--- src/rtl/irq_arb_pkg.sv ---
package irq_arb_pkg;

  localparam int ID_NMI      = 0;
  localparam int ID_TRAP     = 1;
  localparam int ID_SRC_BASE = 2;

  // Whether a maskable source of the given level passes the mask bits.
  function automatic logic level_open(input logic lvl1, input logic i_bit,
                                      input logic ui_bit);
    if (lvl1) return !(i_bit && ui_bit);
    return !i_bit;
  endfunction

  // Rank of a maskable source: smaller is more urgent.
  function automatic int src_rank(input int idx, input logic lvl1, input int nsrc);
    if (lvl1) return ID_SRC_BASE + idx;
    return ID_SRC_BASE + nsrc + idx;
  endfunction

endpackage

--- src/rtl/irq_cfg_regs.sv ---
module irq_cfg_regs #(
  parameter int N_SRC = 8
) (
  input  logic             clk,
  input  logic             rst_n,
  input  logic             cfg_we,
  input  logic [N_SRC-1:0] en_in,
  input  logic [N_SRC-1:0] lvl_in,
  output logic [N_SRC-1:0] en_q,
  output logic [N_SRC-1:0] lvl_q
);

  always_ff @(posedge clk) begin
    if (!rst_n) begin
      en_q  <= '0;
      lvl_q <= '0;
    end else if (cfg_we) begin
      en_q  <= en_in;
      lvl_q <= lvl_in;
    end
  end

endmodule

--- src/rtl/irq_mask_regs.sv ---
module irq_mask_regs (
  input  logic clk,
  input  logic rst_n,
  input  logic ack_take,
  input  logic mask_we,
  input  logic i_wdata,
  input  logic ui_wdata,
  output logic i_q,
  output logic ui_q
);

  always_ff @(posedge clk) begin
    if (!rst_n) begin
      i_q  <= 1'b1;
      ui_q <= 1'b1;
    end else if (ack_take) begin
      i_q  <= 1'b1;
      ui_q <= 1'b1;
    end else if (mask_we) begin
      i_q  <= i_wdata;
      ui_q <= ui_wdata;
    end
  end

endmodule

--- src/rtl/irq_prio_select.sv ---
module irq_prio_select
  import irq_arb_pkg::*;
#(
  parameter int N_SRC  = 8,
  parameter int ID_W   = 4,
  parameter int RANK_W = 5
) (
  input  logic [N_SRC-1:0]  req,
  input  logic [N_SRC-1:0]  en_q,
  input  logic [N_SRC-1:0]  lvl_q,
  input  logic              i_q,
  input  logic              ui_q,
  input  logic              nmi,
  input  logic              addr_trap,
  output logic              cand_valid,
  output logic [ID_W-1:0]   cand_id,
  output logic [RANK_W-1:0] cand_rank,
  output logic              sel_nmi,
  output logic              sel_trap,
  output logic              sel_lvl1,
  output logic              sel_lvl0
);

  logic [N_SRC-1:0] open_v;
  logic [N_SRC-1:0] hi_v;
  logic [N_SRC-1:0] lo_v;

  for (genvar k = 0; k < N_SRC; k++) begin : g_src
    assign open_v[k] = req[k] && en_q[k] && level_open(lvl_q[k], i_q, ui_q);
    assign hi_v[k]   = open_v[k] && lvl_q[k];
    assign lo_v[k]   = open_v[k] && !lvl_q[k];
  end

  logic hi_hit, lo_hit;
  int   hi_idx, lo_idx;

  always_comb begin
    hi_hit = 1'b0;
    lo_hit = 1'b0;
    hi_idx = 0;
    lo_idx = 0;
    for (int k = N_SRC - 1; k >= 0; k--) begin
      if (hi_v[k]) begin
        hi_hit = 1'b1;
        hi_idx = k;
      end
      if (lo_v[k]) begin
        lo_hit = 1'b1;
        lo_idx = k;
      end
    end
  end

  always_comb begin
    sel_nmi   = nmi;
    sel_trap  = !nmi && addr_trap;
    sel_lvl1  = !nmi && !addr_trap && hi_hit;
    sel_lvl0  = !nmi && !addr_trap && !hi_hit && lo_hit;
    cand_valid = sel_nmi || sel_trap || sel_lvl1 || sel_lvl0;
    cand_id   = '0;
    cand_rank = '1;
    if (sel_nmi) begin
      cand_id   = ID_W'(ID_NMI);
      cand_rank = RANK_W'(ID_NMI);
    end else if (sel_trap) begin
      cand_id   = ID_W'(ID_TRAP);
      cand_rank = RANK_W'(ID_TRAP);
    end else if (sel_lvl1) begin
      cand_id   = ID_W'(ID_SRC_BASE + hi_idx);
      cand_rank = RANK_W'(src_rank(hi_idx, 1'b1, N_SRC));
    end else if (sel_lvl0) begin
      cand_id   = ID_W'(ID_SRC_BASE + lo_idx);
      cand_rank = RANK_W'(src_rank(lo_idx, 1'b0, N_SRC));
    end
  end

endmodule

--- src/rtl/irq_present.sv ---
module irq_present #(
  parameter int ID_W   = 4,
  parameter int RANK_W = 5
) (
  input  logic              clk,
  input  logic              rst_n,
  input  logic              ack_take,
  input  logic              cand_valid,
  input  logic [ID_W-1:0]   cand_id,
  input  logic [RANK_W-1:0] cand_rank,
  output logic              valid_q,
  output logic [ID_W-1:0]   id_q,
  output logic [RANK_W-1:0] rank_q
);

  logic preempt;
  assign preempt = cand_valid && (cand_rank < rank_q);

  always_ff @(posedge clk) begin
    if (!rst_n) begin
      valid_q <= 1'b0;
      id_q    <= '0;
      rank_q  <= '1;
    end else if (ack_take) begin
      valid_q <= 1'b0;
      rank_q  <= '1;
    end else if (!valid_q) begin
      valid_q <= cand_valid;
      id_q    <= cand_id;
      rank_q  <= cand_valid ? cand_rank : '1;
    end else if (preempt) begin
      id_q   <= cand_id;
      rank_q <= cand_rank;
    end
  end

endmodule

--- src/rtl/irq_mask_arbiter.sv ---
module irq_mask_arbiter #(
  parameter int N_SRC  = 8,
  parameter int ID_W   = $clog2(N_SRC + 2),
  parameter int RANK_W = $clog2(2 * N_SRC + 2)
) (
  input  logic             clk,
  input  logic             rst_n,
  input  logic [N_SRC-1:0] req,
  input  logic             nmi,
  input  logic             addr_trap,
  input  logic             cfg_we,
  input  logic [N_SRC-1:0] en_in,
  input  logic [N_SRC-1:0] lvl_in,
  input  logic             mask_we,
  input  logic             i_wdata,
  input  logic             ui_wdata,
  input  logic             ack,
  output logic             irq_valid,
  output logic [ID_W-1:0]  irq_id,
  output logic             i_mask,
  output logic             ui_mask
);

  logic [N_SRC-1:0]  en_q, lvl_q;
  logic              ack_take;
  logic              cand_valid;
  logic [ID_W-1:0]   cand_id;
  logic [RANK_W-1:0] cand_rank;
  logic [RANK_W-1:0] held_rank;
  logic              sel_nmi, sel_trap, sel_lvl1, sel_lvl0;

  assign ack_take = ack && irq_valid;

  irq_cfg_regs #(.N_SRC(N_SRC)) u_cfg (
    .clk(clk), .rst_n(rst_n), .cfg_we(cfg_we),
    .en_in(en_in), .lvl_in(lvl_in), .en_q(en_q), .lvl_q(lvl_q)
  );

  irq_mask_regs u_mask (
    .clk(clk), .rst_n(rst_n), .ack_take(ack_take), .mask_we(mask_we),
    .i_wdata(i_wdata), .ui_wdata(ui_wdata), .i_q(i_mask), .ui_q(ui_mask)
  );

  irq_prio_select #(.N_SRC(N_SRC), .ID_W(ID_W), .RANK_W(RANK_W)) u_sel (
    .req(req), .en_q(en_q), .lvl_q(lvl_q), .i_q(i_mask), .ui_q(ui_mask),
    .nmi(nmi), .addr_trap(addr_trap),
    .cand_valid(cand_valid), .cand_id(cand_id), .cand_rank(cand_rank),
    .sel_nmi(sel_nmi), .sel_trap(sel_trap), .sel_lvl1(sel_lvl1), .sel_lvl0(sel_lvl0)
  );

  irq_present #(.ID_W(ID_W), .RANK_W(RANK_W)) u_pres (
    .clk(clk), .rst_n(rst_n), .ack_take(ack_take),
    .cand_valid(cand_valid), .cand_id(cand_id), .cand_rank(cand_rank),
    .valid_q(irq_valid), .id_q(irq_id), .rank_q(held_rank)
  );

endmodule

--- config.mk ---
export PLATFORM = sky130hd
export DESIGN_NAME = irq_mask_arbiter
export DESIGN_NICKNAME = d
export VERILOG_FILES = /design/src/rtl/irq_arb_pkg.sv /design/src/rtl/irq_cfg_regs.sv /design/src/rtl/irq_mask_regs.sv /design/src/rtl/irq_prio_select.sv /design/src/rtl/irq_present.sv /design/src/rtl/irq_mask_arbiter.sv
export SDC_FILE = /design/constraint.sdc
export NUM_CORES = 1
export LEC_CHECK = 0
export CAP_MARGIN = 20
export CORE_UTILIZATION = 52
export CTS_BUF_LIST = sky130_fd_sc_hd__clkbuf_8
export CTS_CLUSTER_SIZE = 16
export DETAILED_ROUTE_END_ITERATION = 16
export GPL_TIMING_DRIVEN = 0
export PLACE_DENSITY = 0.82
export SETUP_SLACK_MARGIN = 0.1
export SKIP_CTS_REPAIR_TIMING = 1
export SYNTH_ARGS = -nofsm -noshare
export SYNTH_HDL_FRONTEND = slang
export SYNTH_HIERARCHICAL = 1
export SYNTH_SLANG_ARGS = --single-unit
--- constraint.sdc ---
create_clock -name clk -period 3.2 [get_ports clk]
set_clock_uncertainty 0.05 [all_clocks]
set_input_delay 0.48 -clock clk [delete_from_list [all_inputs] [get_ports clk]]
set_output_delay 0.48 -clock clk [all_outputs]
set_load 0.01 [all_outputs]
After elaboration in Yosys (flattened, before gate mapping)

Index checks and enable logic that the tools add are counted.

Word-level logic and storage cells: 147
Register bits: 28
Bits of input ports: 33
Output and inout bits: 7

Bitwise gates (word level): 2
Add/sub/neg operators: 4
Reduce and logical (&&, ||, !) cells: 58
Magnitude comparators: 1
Muxes and demuxes: 74
Equal/unequal tests: 1

Operators by type and width:

| cell                                       | number |
|---|---|
| two-way mux 3 bit                          | 16 |
| two-way mux 1 bit                          | 44 |
| logical AND 1 bit                          | 40 |
| two-way mux 5 bit                          | 8 |
| two-way mux 4 bit                          | 6 |
| logical NOT 1 bit                          | 13 |
| adder 4 x 3 -> 5 bit, first input constant | 2 |
| adder 2 x 3 -> 4 bit, first input constant | 2 |
| < comparator 5 bit                         | 1 |
| logical OR 1 bit                           | 3 |
| != test 2 bit, second input constant       | 1 |
| inverter 1 bit                             | 2 |
| AND reduction 2 bit                        | 1 |
| OR reduction 2 bit                         | 1 |

Depth between registers and ports, before layout

Depth in word-level cells: 26
Gate-level depth with buffers: 15
Mapped depth without buffers: 13

Cells and area by module

The synthesis kept the hierarchy.

By module, submodules not included:

| module           | sequential area each (µm²) | instances | cells each | area an instance (µm²) |
|---|---|---|---|---|
| irq_cfg_regs     | 320.3                      | 1         | 51         | 615.6 |
| irq_present      | 200.2                      | 1         | 55         | 539.3 |
| irq_prio_select  | 0.0                        | 1         | 84         | 533.0 |
| irq_mask_regs    | 40.0                       | 1         | 7          | 73.8 |
| irq_mask_arbiter | 0.0                        | 1         | 1          | 6.3 |

Worst setup path after synthesis

Ideal clock, no wire load.

Path kind: register -> register
From: register u_mask.i_q
To: register u_pres.rank_q[0]
Buffers on the path: 3
Setup time: 0.072 ns
Path slack: 0.195 ns
Data arrival time: 2.883 ns
Cell stages (with the launch flop): 14
Required time: 3.078 ns
Cells stage by stage: dfxtp_1 -> and2_1 -> buf_6 -> a21oi_2 -> or4_1 -> buf_2 -> nor3_4 -> a21oi_1 -> ha_1 -> a21o_1 -> a31oi_4 -> o21a_1 -> buf_6 -> mux2i_1

Cells in the longest elaborated chain, start to end: 24
Elaborated cells on any way between the ends: 95

RTL lines:

| what                             | line                   | RTL |
|---|---|---|
| from (decl)                      | irq_mask_regs.sv:8     | `output logic i_q,` |
| from (signal assigned)           | irq_mask_regs.sv:20    | `i_q <= i_wdata;` |
| logical AND 1 bit                | irq_arb_pkg.sv:10      | `if (lvl1) return !(i_bit && ui_bit);` |
| logical NOT 1 bit                | irq_arb_pkg.sv:10      |  |
| two-way mux 1 bit                | irq_arb_pkg.sv:10      |  |
| two-way mux 1 bit                | irq_arb_pkg.sv:11      | `return !i_bit;` |
| logical AND 1 bit                | irq_prio_select.sv:29  | `assign open_v[k] = req[k] && en_q[k] && level_open(lvl_q[k], i_q, ui_q);` |
| logical AND 1 bit                | irq_prio_select.sv:30  | `assign hi_v[k] = open_v[k] && lvl_q[k];` |
| two-way mux 1 bit (8 in a row)   | irq_prio_select.sv:43  | `if (hi_v[k]) begin` |
| logical NOT 1 bit                | irq_prio_select.sv:58  | `sel_lvl0 = !nmi && !addr_trap && !hi_hit && lo_hit;` |
| [2 not listed]                   | --                     |  |
| net sel_lvl0                     | irq_mask_arbiter.sv:30 | `logic sel_nmi, sel_trap, sel_lvl1, sel_lvl0;` |
| two-way mux 5 bit *              | irq_prio_select.sv:71  | `end else if (sel_lvl0) begin` |
| two-way mux 5 bit *              | irq_prio_select.sv:68  | `end else if (sel_lvl1) begin` |
| two-way mux 5 bit *              | irq_prio_select.sv:65  | `end else if (sel_trap) begin` |
| two-way mux 5 bit *              | irq_prio_select.sv:62  | `if (sel_nmi) begin` |
| net cand_rank[2]                 | irq_mask_arbiter.sv:28 | `logic [RANK_W-1:0] cand_rank;` |
| < comparator 5 bit *             | irq_present.sv:17      | `assign preempt = cand_valid && (cand_rank < rank_q);` |
| logical AND 1 bit *              | irq_present.sv:17      |  |
| != test 2 bit (no source line) * | --                     |  |
| to (signal assigned)             | irq_present.sv:30      | `rank_q <= cand_valid ? cand_rank : '1;` |
| to (signal assigned)             | irq_present.sv:33      | `rank_q <= cand_rank;` |
| to (decl)                        | irq_present.sv:13      | `output logic [RANK_W-1:0] rank_q` |

Mark *: on every way through the listed nets, which the timed path passes. The rest lies on a longest branch. The select of a mux whose other input is x is not followed.
A chain may end at the register's enable or synchronous reset.

Final worst setup path

From: register u_mask.i_q
To: register u_pres.rank_q[0]

Cells in the longest elaborated chain, start to end: 24
Elaborated cells on any way between the ends: 95

RTL lines:

| what                                                       | line |
|---|---|
| branches (longest 18 deep; another with two-way mux 3 bit) | -- |
| two-way mux 5 bit *                                        | irq_prio_select.sv:68 |
| two-way mux 5 bit *                                        | irq_prio_select.sv:65 |
| two-way mux 5 bit *                                        | irq_prio_select.sv:62 |
| net cand_rank[2]                                           | irq_mask_arbiter.sv:28 |
| < comparator 5 bit *                                       | irq_present.sv:17 |
| logical AND 1 bit *                                        | irq_present.sv:17 |
| != test 2 bit (no source line) *                           | -- |

Mark *: on every way through the listed nets, which the timed path passes. The select of a mux whose other input is x is not followed.

==> metrics.txt <==
area of the placeable core=3130 um^2; clock tree from TritonCTS=yes; slew at the pin with the worst max-slew slack=0.391 ns; GRT overflow=0; cell depth of the worst flop-to-flop path=13; vias=1,821; Synth Warn #=6; HPWL reported at the end of detailed placement=3.24 mm; Longest Clk Path Bufs=2; Top Ports=40; post-synthesis area per instance=8.94 um^2; floorplan die area=3620 um^2; average detailed-routed wire length per instance=19.2 um; Syn-to-layout area delta=49.1%; worst slack after detailed placement=-0.602 ns; post-CTS clock slew at the launch and capture registers of the worst setup and hold paths=0.10 ns; Hold Path Depth=2; commonest cells after routing, fill and taps aside=sky130_fd_sc_hd__clkdlybuf4s50_1 (30), sky130_fd_sc_hd__dfxtp_1 (26), sky130_fd_sc_hd__mux2i_1 (19), sky130_fd_sc_hd__nor2b_1 (19), sky130_fd_sc_hd__buf_4 (15); number of buffers inserted during clock tree synthesis=3; number of hold violations in the final report=0; RSZ-0062 raised after global routing=true; Die Span Y=60.2 um; # rows=20; average vias per placed instance=6.09; met1 track utilization from global routing=29.6%; GR Layer Usage met2=44.7%; Leak Pwr=1.09 nW; number of H-tree levels=1; gate count after technology mapping=197; Crit Path Class=register to register; endpoint kind of the worst setup timing path=register; count of final max-slew check failures=0; Critical Path Slowest Stage Cell=sky130_fd_sc_hd__nor4bb_4; Setup violations, final=0; wire length after detailed routing=5.74 mm; startpoint type of the worst setup path=register; final critical-path share of the clock period=99.5%; leading cell type in the layout, fill and taps excluded=sky130_fd_sc_hd__clkdlybuf4s50_1; post-route DRC violation count=0; antenna cell count=0; list of cells traversed by the critical path=buf_8 > nor4bb_4 > nor2b_1 > a211oi_4 > ha_2 > inv_1 > a21oi_2 > ha_4 > a21o_1 > a31oi_4 > o21a_1 > buf_6 > mux2i_1; met3 usage in global routing=4.55%; final total power=0.000907 W; highest fanout seen on the critical path=10; Initial Utilization=56.3%; width of the chip=60.2 um; peak-usage layer in the global routing report=met2; worst path setup slack after routing=0.0150 ns; clock latency at the later pin of the worst-skew pair=0.28 ns; Crit path required time=3.36 ns; number of nets at the end of the flow=295; sinks on the clock net=28; maximum number of pins on one net before global-route repair=17; power density cells=345 nW/um^2; Peak supply drop=0.000303 V; number of global-route vias before repair=1,567; outcome=finished clean; Slowest Stage Delay on Critical Path=0.42 ns; antenna violations before repair=0; first-pass GRT wire length=6.87 mm; worst max-slew margin expressed relative to the limit=73.7%; path category of the worst min-delay check=register to register; Register-to-Register Setup Slack=0.01 ns; antenna violation net count after detailed routing=0; drt initial violations=114; endpoint arrival time on the critical path=3.35 ns; max cap viols=0; Syn Std Cell Area=1760 um^2; net count after synthesis=236; final period demand of the worst path=3.19 ns; Fmax achieved=314 MHz; Port Buffers=38; fraction of layout cells with a size suffix above 1=25.5%; routability congestion estimate=0.904; Clk Tree Root Cell=sky130_fd_sc_hd__clkbuf_8; overall routing resource usage=25.4%; Detailed Routing Iterations Pass 1=4
sequential cells by signal, indices dropped and copies added (netlist names):
signal and flops:
u_pres/valid_q 1, u_mask/ui_q 1, u_pres/id_q 4, u_pres/rank_q 5
u_cfg/lvl_q 8, u_mask/i_q 1, u_cfg/en_q 8
report_power, final:
part / switching [W] / total (W) / internal [W]
registers: 0.0000225 / 0.000393 / 0.000371
logic: 0.000106 / 0.000228 / 0.000122
clock network: 0.000118 / 0.000286 / 0.000168
layer usage:
layer,share of wire [%],up-vias
li1,-,826
met1,38,878
met2,51,92
met3,6.9,25
met4,3.6,0
met5,0,-
worst paths after layout:
check | from | endpoint
setup / recovery | u_mask/i_q$_SDFFE_PP1P_ | u_pres/rank_q[0]$_SDFFE_PP1P_
setup reg to reg | u_mask/i_q$_SDFFE_PP1P_ | u_pres/rank_q[0]$_SDFFE_PP1P_
hold / removal | u_pres/id_q[1]$_SDFFE_PN0P_ | u_pres/id_q[1]$_SDFFE_PN0P_
hold reg to reg | u_pres/id_q[1]$_SDFFE_PN0P_ | u_pres/id_q[1]$_SDFFE_PN0P_
per-stage QoR:
step	setup TNS, ns	hold slack (ns)	utilization, %	std cells	cell area, um^2
after floorplan	0	0.423	-	197	1760
after global placement	-3.60	0.385	70.2	279	2200
after detailed placement	-5.02	0.398	70.2	279	2200
after CTS	-2.31	0.412	72.5	283	2270
after global routing	-0.481	0.432	83.9	299	2630
final	0	0.406	83.9	299	2630
final cells by class:
class,instances,area [um^2]
sequential,28,566
inverter,9,33.8
timing repair buffer,54,518
multi-input combinational,151,1290
buffer,9,91.3
clock buffer,3,41.3
clock inverter,1,30.0
tap,44,55.1
fill,182,503
worst max-delay path: cells and delay by family (launching register included):
kind | cells | cell delay, ns
muxes | 1 | 0.19
adders and majority gates | 2 | 0.58
and+or+nand+nor | 2 | 0.56
buffers and inverters | 3 | 0.38
AOI/OAI and AO/OA | 5 | 0.97
DFF | 1 | 0.38
Power figures use the tool's default switching activity.
